## src/rtl/bitop_pkg.sv

```systemverilog
package bitop_pkg;

    localparam int DATA_W     = 8;
    localparam int ADDR_W     = 16;
    localparam int BYTE_AW    = 13;
    localparam int IDX_W      = $clog2(DATA_W);
    localparam int OP_W       = 4;
    localparam int DP_BASE_W  = 1;
    localparam int PAD_W      = ADDR_W - DATA_W - DP_BASE_W;

    typedef enum logic [OP_W-1:0] {
        OP_AND   = 4'd0,
        OP_ANDN  = 4'd1,
        OP_OR    = 4'd2,
        OP_ORN   = 4'd3,
        OP_EOR   = 4'd4,
        OP_LDC   = 4'd5,
        OP_STC   = 4'd6,
        OP_NOT   = 4'd7,
        OP_DPBIT = 4'd8,
        OP_TSET  = 4'd9,
        OP_TCLR  = 4'd10
    } op_e;

    typedef enum logic [1:0] {
        ST_IDLE = 2'd0,
        ST_RD   = 2'd1,
        ST_EXE  = 2'd2,
        ST_DONE = 2'd3
    } state_e;

    typedef struct packed {
        logic [ADDR_W-1:0] addr;
        logic [IDX_W-1:0]  idx;
        logic              rmw;
        logic              clr;
    } target_t;

    typedef struct packed {
        logic [DATA_W-1:0] wdata;
        logic              c;
        logic              n;
        logic              z;
        logic              c_we;
        logic              nz_we;
    } alu_out_t;

    function automatic logic [DATA_W-1:0] one_hot(input logic [IDX_W-1:0] idx);
        logic [DATA_W-1:0] m;
        m = '0;
        m[idx] = 1'b1;
        return m;
    endfunction

    function automatic logic is_rmw(input op_e op);
        return (op == OP_STC) || (op == OP_NOT) || (op == OP_DPBIT) ||
               (op == OP_TSET) || (op == OP_TCLR);
    endfunction

endpackage

```

## src/rtl/bitop_decode.sv

```systemverilog
module bitop_decode
    import bitop_pkg::*;
(
    input  op_e                  op,
    input  logic [ADDR_W-1:0]    operand,
    input  logic [DATA_W-1:0]    dp_ctl,
    input  logic                 dp_page,
    output target_t              tgt
);
    always_comb begin
        tgt.rmw = is_rmw(op);
        tgt.clr = dp_ctl[DATA_W-1-IDX_W];
        unique case (op)
            OP_DPBIT: begin
                tgt.addr = {{PAD_W{1'b0}}, dp_page, operand[DATA_W-1:0]};
                tgt.idx  = dp_ctl[DATA_W-1 -: IDX_W];
            end
            OP_TSET, OP_TCLR: begin
                tgt.addr = operand;
                tgt.idx  = '0;
            end
            default: begin
                tgt.addr = {{(ADDR_W-BYTE_AW){1'b0}}, operand[BYTE_AW-1:0]};
                tgt.idx  = operand[ADDR_W-1 -: IDX_W];
            end
        endcase
    end
endmodule

```

## src/rtl/bitop_alu.sv

```systemverilog
module bitop_alu
    import bitop_pkg::*;
(
    input  op_e                  op,
    input  target_t              tgt,
    input  logic [DATA_W-1:0]    rdata,
    input  logic [DATA_W-1:0]    acc,
    input  logic                 c_in,
    output alu_out_t             res
);
    logic [DATA_W-1:0] mask;
    logic              sel_bit;
    logic [DATA_W-1:0] diff;

    always_comb begin
        mask    = one_hot(tgt.idx);
        sel_bit = |(rdata & mask);
        diff    = acc - rdata;

        res       = '0;
        res.wdata = rdata;
        res.c     = c_in;

        unique case (op)
            OP_AND:  begin res.c = c_in &  sel_bit; res.c_we = 1'b1; end
            OP_ANDN: begin res.c = c_in & ~sel_bit; res.c_we = 1'b1; end
            OP_OR:   begin res.c = c_in |  sel_bit; res.c_we = 1'b1; end
            OP_ORN:  begin res.c = c_in | ~sel_bit; res.c_we = 1'b1; end
            OP_EOR:  begin res.c = c_in ^  sel_bit; res.c_we = 1'b1; end
            OP_LDC:  begin res.c = sel_bit;         res.c_we = 1'b1; end
            OP_STC:  res.wdata = c_in ? (rdata | mask) : (rdata & ~mask);
            OP_NOT:  res.wdata = rdata ^ mask;
            OP_DPBIT: res.wdata = tgt.clr ? (rdata & ~mask) : (rdata | mask);
            OP_TSET, OP_TCLR: begin
                res.wdata = (op == OP_TSET) ? (rdata | acc) : (rdata & ~acc);
                res.n     = diff[DATA_W-1];
                res.z     = (diff == '0);
                res.nz_we = 1'b1;
            end
            default: ;
        endcase
    end
endmodule

```

## src/rtl/bitop_unit.sv

```systemverilog
module bitop_unit
    import bitop_pkg::*;
(
    input  logic        clk,
    input  logic        rst,
    input  logic        start,
    input  logic [3:0]  op,
    input  logic [15:0] operand,
    input  logic [7:0]  acc,
    input  logic [7:0]  dp_ctl,
    input  logic        dp_page,
    output logic        mem_re,
    output logic        mem_we,
    output logic [15:0] mem_addr,
    output logic [7:0]  mem_wdata,
    input  logic [7:0]  mem_rdata,
    output logic        c_flag,
    output logic        n_flag,
    output logic        z_flag,
    output logic        done
);
    state_e            state;
    op_e               op_q;
    logic [ADDR_W-1:0] operand_q;
    logic [DATA_W-1:0] acc_q;
    logic [DATA_W-1:0] dp_ctl_q;
    logic              dp_page_q;
    target_t           tgt;
    alu_out_t          res;

    bitop_decode u_dec (
        .op      (op_q),
        .operand (operand_q),
        .dp_ctl  (dp_ctl_q),
        .dp_page (dp_page_q),
        .tgt     (tgt)
    );

    bitop_alu u_alu (
        .op    (op_q),
        .tgt   (tgt),
        .rdata (mem_rdata),
        .acc   (acc_q),
        .c_in  (c_flag),
        .res   (res)
    );

    always_ff @(posedge clk) begin
        if (rst) begin
            state     <= ST_IDLE;
            op_q      <= OP_AND;
            operand_q <= '0;
            acc_q     <= '0;
            dp_ctl_q  <= '0;
            dp_page_q <= 1'b0;
            c_flag    <= 1'b0;
            n_flag    <= 1'b0;
            z_flag    <= 1'b0;
        end else begin
            unique case (state)
                ST_IDLE: if (start) begin
                    state     <= ST_RD;
                    op_q      <= op_e'(op);
                    operand_q <= operand;
                    acc_q     <= acc;
                    dp_ctl_q  <= dp_ctl;
                    dp_page_q <= dp_page;
                end
                ST_RD:   state <= ST_EXE;
                ST_EXE: begin
                    state <= ST_DONE;
                    if (res.c_we) c_flag <= res.c;
                    if (res.nz_we) begin
                        n_flag <= res.n;
                        z_flag <= res.z;
                    end
                end
                default: state <= ST_IDLE;
            endcase
        end
    end

    assign mem_re    = (state == ST_RD);
    assign mem_we    = (state == ST_EXE) && tgt.rmw;
    assign mem_addr  = tgt.addr;
    assign mem_wdata = res.wdata;
    assign done      = (state == ST_DONE);

    AST_DONE_SINGLE: assert property (@(posedge clk) disable iff (rst)
        done |=> !done);
    AST_WE_AFTER_RE: assert property (@(posedge clk) disable iff (rst)
        mem_we |-> $past(mem_re));
    AST_RE_WE_APART: assert property (@(posedge clk) disable iff (rst)
        !(mem_re && mem_we));
    AST_DONE_AFTER_READ: assert property (@(posedge clk) disable iff (rst)
        done |-> $past(mem_re, 2));
    AST_WADDR_HELD: assert property (@(posedge clk) disable iff (rst)
        mem_we |-> $stable(mem_addr));
    AST_C_ONLY_AT_DONE: assert property (@(posedge clk) disable iff (rst)
        !$stable(c_flag) |-> done);
    AST_NZ_ONLY_AT_DONE: assert property (@(posedge clk) disable iff (rst)
        (!$stable(n_flag) || !$stable(z_flag)) |-> done);

endmodule

```

## config.mk

```make
export PLATFORM = sky130hd
export DESIGN_NAME = bitop_unit
export DESIGN_NICKNAME = d
export VERILOG_FILES = /design/src/rtl/bitop_pkg.sv /design/src/rtl/bitop_decode.sv /design/src/rtl/bitop_alu.sv /design/src/rtl/bitop_unit.sv
export SDC_FILE = /design/constraint.sdc
export NUM_CORES = 1
export LEC_CHECK = 0
export BUFFER_PORTS_ARGS = -buffer_cell sky130_fd_sc_hd__buf_4
export CORE_MARGIN = 2
export CORE_UTILIZATION = 57
export DETAILED_ROUTE_END_ITERATION = 6
export GPL_TIMING_DRIVEN = 0
export PLACE_DENSITY_LB_ADDON = 0.05
export SYNTH_ARGS = -nofsm -noshare
export SYNTH_HDL_FRONTEND = slang
export SYNTH_HIERARCHICAL = 1
export SYNTH_SLANG_ARGS = --single-unit
```

## constraint.sdc

```tcl
create_clock -name clk -period 8.7 [get_ports clk]
set_input_delay 0 -clock clk [delete_from_list [all_inputs] [get_ports clk]]
set_output_delay 0 -clock clk [all_outputs]
set_load 0.1 [all_outputs]
```

### Word-level counts from Yosys, hierarchy flattened

Cells that the tools add are included.

| word-level totals | value |
|---|---|
| register bits after elaboration | 42 |
| bits of input ports | 48 |
| logic and storage cells | 69 |

| cells by class | value |
|---|---|
| $add $sub $neg | 1 |
| order comparisons | 2 |
| equality and inequality tests | 14 |
| mux-type cells | 13 |
| bitwise gates (word level) | 14 |
| reduce and logical (&&, ||, !) cells | 16 |

Operators by type and width:

| kind | count |
|---|---|
| $pmux 19 s2 | 1 |
| $pmux 8 s4 | 1 |
| $and 8x8->8 | 3 |
| $mux 8 | 3 |
| $eq 4x3->1 const B | 4 |
| $not 8->8 | 2 |
| $or 8x8->8 | 2 |
| $eq 4x4->1 const B | 3 |
| $eq 4x2->1 const B | 2 |
| $logic_not 8->1 | 1 |
| $reduce_or 8->1 | 1 |
| $sub 8x8->8 | 1 |
| $xor 8x8->8 | 1 |
| $pmux 1 s6 | 1 |
| $pmux 2 s3 | 1 |
| $reduce_bool 6->1 | 1 |
| $reduce_or 6->1 | 1 |
| $eq 2x2->1 const B | 2 |
| $eq 4x1->1 const B | 1 |
| $logic_not 4->1 | 1 |
| $logic_or 1x1->1 | 4 |
| $lt 3x4->1 const B | 1 |
| $mux 2 | 2 |
| $reduce_and 2->1 | 2 |
| other kinds (13) | 18 |

### Depth between registers and ports, before layout

Gate-level depths: netlist of run 1.

| depth | value |
|---|---|
| word-level depth | 12 |
| depth in mapped cells | 13 |

### By module

The synthesis of run 1 kept the hierarchy.

Modules (own cells, without submodules):

| module | times used | cells an instance | area an instance (µm²) |
|---|---|---|---|
| bitop_unit | 1 | 193 | 1,671.6 |
| bitop_alu | 1 | 130 | 1,007.2 |
| bitop_decode | 1 | 27 | 226.5 |

### Worst setup path after synthesis of run 1

No wires, ideal clock.

| timing path | value |
|---|---|
| path kind | flip-flop to flip-flop |
| start | reg op_q[3] |
| end | reg c_flag |
| library setup time | 70 ps |
| arrival time | 2,711 ps |
| required time | 8,630 ps |
| slack | 5,919 ps |
| stages on the path, launching flop included | 13 |
| clock period less this slack | 2,781 ps |
| cells stage by stage | dfxtp_1 > nand2b_4 > nor3_4 > a22o_2 > and3b_1 > ha_1 > nor4_1 > nand2_1 > a21o_1 > a2111oi_4 > o32a_1 > nand3_1 > a21oi_1 |

RTL lines:

| element | line | source |
|---|---|---|
| from (decl) | bitop_unit.sv:23 | `op_e op_q;` |
| from (signal assigned) | bitop_unit.sv:63 | `op_q <= op_e'(op);` |
| to (signal assigned) | bitop_unit.sv:72 | `if (res.c_we) c_flag <= res.c;` |
| to (decl) | bitop_unit.sv:17 | `output logic c_flag,` |

==> metrics.cfg, run 1 <==
[placed_design]
place_hpwl_mm=5.017
io_buffer_count=72
finalWeightedCongestion=0.8157
postPlaceCellArea_mm2=0.003368

[timing]
setup_viol=0
hold_viol=0
slew-limit-headroom_pct=54.87
period_share_pct=36.60
setup_tns_ps=0
fin_skew_ps=14.16
grt_setup_unrepaired=false
min_period_ps=3184
worst_slew_pin_slew_ps=677.0
max_freq_mhz=314.1
drv_slew=0

[worst_setup_path]
criticalPathCategory=flop to flop
critPathSlowestCell=dfxtp_1
start_kind=flop
required_ps=8930
cp_max_fo=9
path_cells=nand2b_4, nor3_4, a22o_2, nor3_1, ha_1, nor4_1, nand2_1, a21o_1, a2111oi_4, o32a_1, nand3_1, a21oi_1
end_kind=flop
slowest_delay_ps=560
cp.arrival_ps=3410

[global_routing]
grt_pass1_vias=2768
overflow=0
grt_max_degree=13
antenna_found_initial=0
grtUsageTotal_pct=30.64
grt_pass1_wl_mm=12.88

[routing]
totalWireLength_mm=8.206
routed-wl-met3_um=373
dr.first_iter.drc_count=246
ant_nets=0
wl_met1_mm=3.352
drc=0
dr.pass1.iters=4
top_layer_used=met4
met2_length_mm=4.288
vias_per_cell=5.761
num_vias=2892
wire_per_inst_um=16.35

[yosys]
synthesis.nets=401
syn-instance-count=334
ys.warnings.count=6
synth_area_mm2=0.002760
syn_area_per_cell_um2=8.264

[pwr]
p_leak_nw=1.707
p_total_mw=0.7596
p_per_area_mw_per_mm2=197.2
vdd_drop_max_mv=0.1438

[clock_tree]
cts_sinks=38
cts_root_buffer=clkbuf_8
clk_latency_ps=300
hold_buffers=34
clockBufferDepth=2
clk_pin_slew_ps=90
cts-buffers-inserted=5
post_cts_buffers=0
cts_tree=yes
htree_levels=2
cts_resized=0

[run]
drv_cap=0

[floorplan]
fp.dieArea_mm2=0.005415
fp.dieW_um=73.59
ios=78
coreArea_mm2=0.004692
rows=25
die_h_um=73.59
start_util_pct=58.83

[final_layout]
nNetsFinal=514
fin_area_mm2=0.003851
drive_above_1_share_pct=32.14
num_antenna_cells=0
n_fill_cell=286
area_delta_synth_final_pct=39.53

[min_path]
hp-class=input pin to flop

[status]
outcome=finished clean

[cell usage in the layout, fill, tap and decap left out, drive strengths merged, types with 4 or more instances in the layout]
cell / instances
buf: 95
nand2: 83
a21oi: 44
dfxtp: 38
dlygate4sd3: 34
ha: 19
inv: 11
nor2: 11
nor2b: 10
clkbuf: 9
a221o: 7
o221ai: 6
a22oi: 6
o21ai: 5
and2: 5
nor3b: 5
and2b: 5
mux2i: 4
nor4: 4
a21o: 4
[stage by stage]
| step | utilization [%] | worst slack, ps | std cells | hold WS, ps |
|---|---|---|---|---|
| after CTS | 82.08 | 5533 | 502 | 40.38 |
| after floorplan | - | 5919 | 334 | 126.9 |
| after global routing | 82.08 | 5286 | 502 | 120.9 |
| after global placement | 71.79 | 5638 | 460 | 239.9 |
| after detailed placement | 71.79 | 5559 | 460 | 252.3 |
| final | 82.08 | 5516 | 502 | 104.6 |
[final timing paths]
check,slack [ps],cells after the start,from,endpoint
worst max-delay path,5520,12,op_q[3]$_SDFFE_PP0P_,c_flag$_SDFFE_PP0P_
worst min-delay path,100,3,start,state[0]$_SDFFE_PP0P_
worst max register to register,5520,12,op_q[3]$_SDFFE_PP0P_,c_flag$_SDFFE_PP0P_
worst min register to register,460,2,z_flag$_SDFFE_PP0P_,z_flag$_SDFFE_PP0P_
[critical path, delay by kind of cell, from the launching register on]
| family | cells | cell delay [ps] |
|---|---|---|
| AO/OA/AOI/OAI | 5 | 1190 |
| AND/OR/NAND/NOR | 6 | 1160 |
| adder cells (fa/ha/maj) | 1 | 200 |
| flip-flops | 1 | 560 |
[power by group]
| part | internal [mW] | switching (mW) |
|---|---|---|
| Combinational | 0.128 | 0.228 |
| Clock | 0.122 | 0.0670 |
| Sequential | 0.194 | 0.0200 |
[state kept, by name, summed over array words and instances (netlist names)]
register	flops
z_flag	1
dp_ctl_q	4
operand_q	16
op_q	4
dp_page_q	1
c_flag	1
acc_q	8
state	2
n_flag	1
[area by class of cell]
cell class,count,area [um^2],share of cell area [%]
plain buffers,26,203.9,5.296
repair buffers,106,880.8,22.87
clock inverters,2,60.06,1.559
clock buffers,6,82.58,2.144
well taps,54,67.56,1.754
inverters,11,41.29,1.072
multi-input cells,259,1754,45.55
flip-flops and latches,38,760.7,19.75
[per-layer routing]
layer  up-vias  global-route usage [%]
li1       1390                       -
met1      1386                   35.05
met2        95                   56.25
met3        21                   4.527
met4         0                   12.53
met5         -                       0
No activity file was read; power rests on OpenSTA's default activity.
==> run 2: changes to the inputs <==
CORE_UTILIZATION = 48   (was 57)
clock period = 2.6 ns   (was 8.7 ns; I/O delays follow)
==> metrics.cfg, run 2 (same netlist as run 1, synthesis figures left out) <==
[routing]
ant_nets=0
dr.pass1.iters=4
totalWireLength_mm=7.677
drc=0
wire_per_inst_um=14.46
num_vias=2800
vias_per_cell=5.273
dr.first_iter.drc_count=192

[pwr]
p_per_area_mw_per_mm2=618.9
p_total_mw=2.549
vdd_drop_max_mv=0.4356
p_leak_nw=1.810

[global_routing]
overflow=0
grt_pass1_vias=2760
grt_pass1_wl_mm=12.88
antenna_found_initial=0
grt_max_degree=13
grtUsageTotal_pct=25.11

[worst_setup_path]
start_kind=flop
worst_r2r_path_depth=12
cp.arrival_ps=3050
cp_max_fo=7
criticalPathCategory=flop to flop
required_ps=2820
end_kind=flop

[clock_tree]
cts_root_buffer=clkbuf_8
cts-buffers-inserted=5
clockBufferDepth=2
clk_latency_ps=290
htree_levels=2
cts_sinks=38
cts_tree=yes
clk_pin_slew_ps=80

[timing]
setup_viol=4
max_freq_mhz=353.8
hold_viol=0
slew-limit-headroom_pct=57.41
setup_tns_ps=-298.0
grt_setup_unrepaired=true
fin_ws_ps=-226.1
fin_skew_ps=7.210
drv_slew=0
period_share_pct=108.7
worst_slew_pin_slew_ps=638.9
min_period_ps=2826

[min_path]
hp-class=input pin to flop
whs_path_depth=3

[floorplan]
rows=27
fp.dieArea_mm2=0.006373
ios=78
start_util_pct=49.82
coreArea_mm2=0.005540
die_h_um=79.83
fp.dieW_um=79.83

[final_layout]
top_register=operand_q
area_delta_synth_final_pct=49.18
top_regs=operand_q x16, acc_q x8
regArea_um2=767.0
n_fill_cell=429
drive_above_1_share_pct=37.47
nNetsFinal=525
final_common_cell=buf_4
multi_input_area_mm2=0.001867
mostFrequentLayoutCells=buf_4, nand2_1, dfxtp_1, dlygate4sd3_1, a21oi_1
largest_reg_flops=16
final_util_pct=74.32
num_antenna_cells=0

[status]
outcome=finished with violations
failed_checks=setup timing

[placed_design]
finalWeightedCongestion=0.7919
place_hpwl_mm=5.006
io_buffer_count=72

[run]
drv_cap=0

[run 2: layout make-up]
class / count / share of cell area (%)
clock buffers: 7 / 2.613
plain buffers: 26 / 4.953
multi-input cells: 259 / 45.34
well taps: 72 / 2.188
flip-flops and latches: 38 / 18.63
clock inverters: 1 / 0.7293
inverters: 11 / 1.003
repair buffers: 117 / 24.55
[run 2: what timing repair did]
item                                    in CTS  in global routing
hold endpoints to repair                    33                  0
gates resized for setup                     10                 21
endpoints found under the setup margin       9                  9
pin swaps                                    9                  7
hold buffers                                34                  0
buffers inserted                             7                  4
[run 2: routing by layer]
layer | up-vias | GRT usage [%] | routed length, um
li1 | 1418 | - | -
met5 | - | 0 | 0
met4 | 0 | 6.610 | 82
met3 | 8 | 3.620 | 352
met2 | 71 | 44.62 | 3869
met1 | 1303 | 31.67 | 3372
[run 2: critical path, stage by stage (launching register included)]
cell and delay, ps:
dfxtp_2 330, nand2b_4 160, nor3_4 320, a22o_4 240, and3b_1 200, ha_2 170, nor4_2 280, nand2_1 160
a21o_1 240, a2111oi_4 280, o32a_1 180, nand3_1 90, a21oi_2 120
[run 2: per-stage QoR]
| step | hold slack, ps | setup slack, ps | cell area [um^2] | cells |
|---|---|---|---|---|
| 2_1_floorplan | 126.9 | -8.778 | 2783 | 334 |
| 3_3_place_gp | 230.4 | -396.1 | 3413 | 478 |
| 3_5_place_dp | 236.9 | -417.0 | 3413 | 478 |
| 4_1_cts | 33.85 | -76.10 | 3986 | 527 |
| 5_1_grt | 55.78 | -389.9 | 4118 | 531 |
| 6_report | 42.02 | -226.1 | 4118 | 531 |
[run 2: path summary, 6_finish.rpt]
path	startpoint	end	slack (ps)
setup / recovery	op_q[2]$_SDFFE_PP0P_	c_flag$_SDFFE_PP0P_	-230
hold / removal	start	state[0]$_SDFFE_PP0P_	40
setup reg to reg	op_q[2]$_SDFFE_PP0P_	c_flag$_SDFFE_PP0P_	-230
hold reg to reg	operand_q[11]$_SDFFE_PP0P_	operand_q[11]$_SDFFE_PP0P_	460
[run 2: power breakdown]
group	internal (mW)	leakage, nW	switching, mW
registers	0.649	0.313	0.0645
logic	0.487	1.43	0.765
clock network	0.371	0.0696	0.212
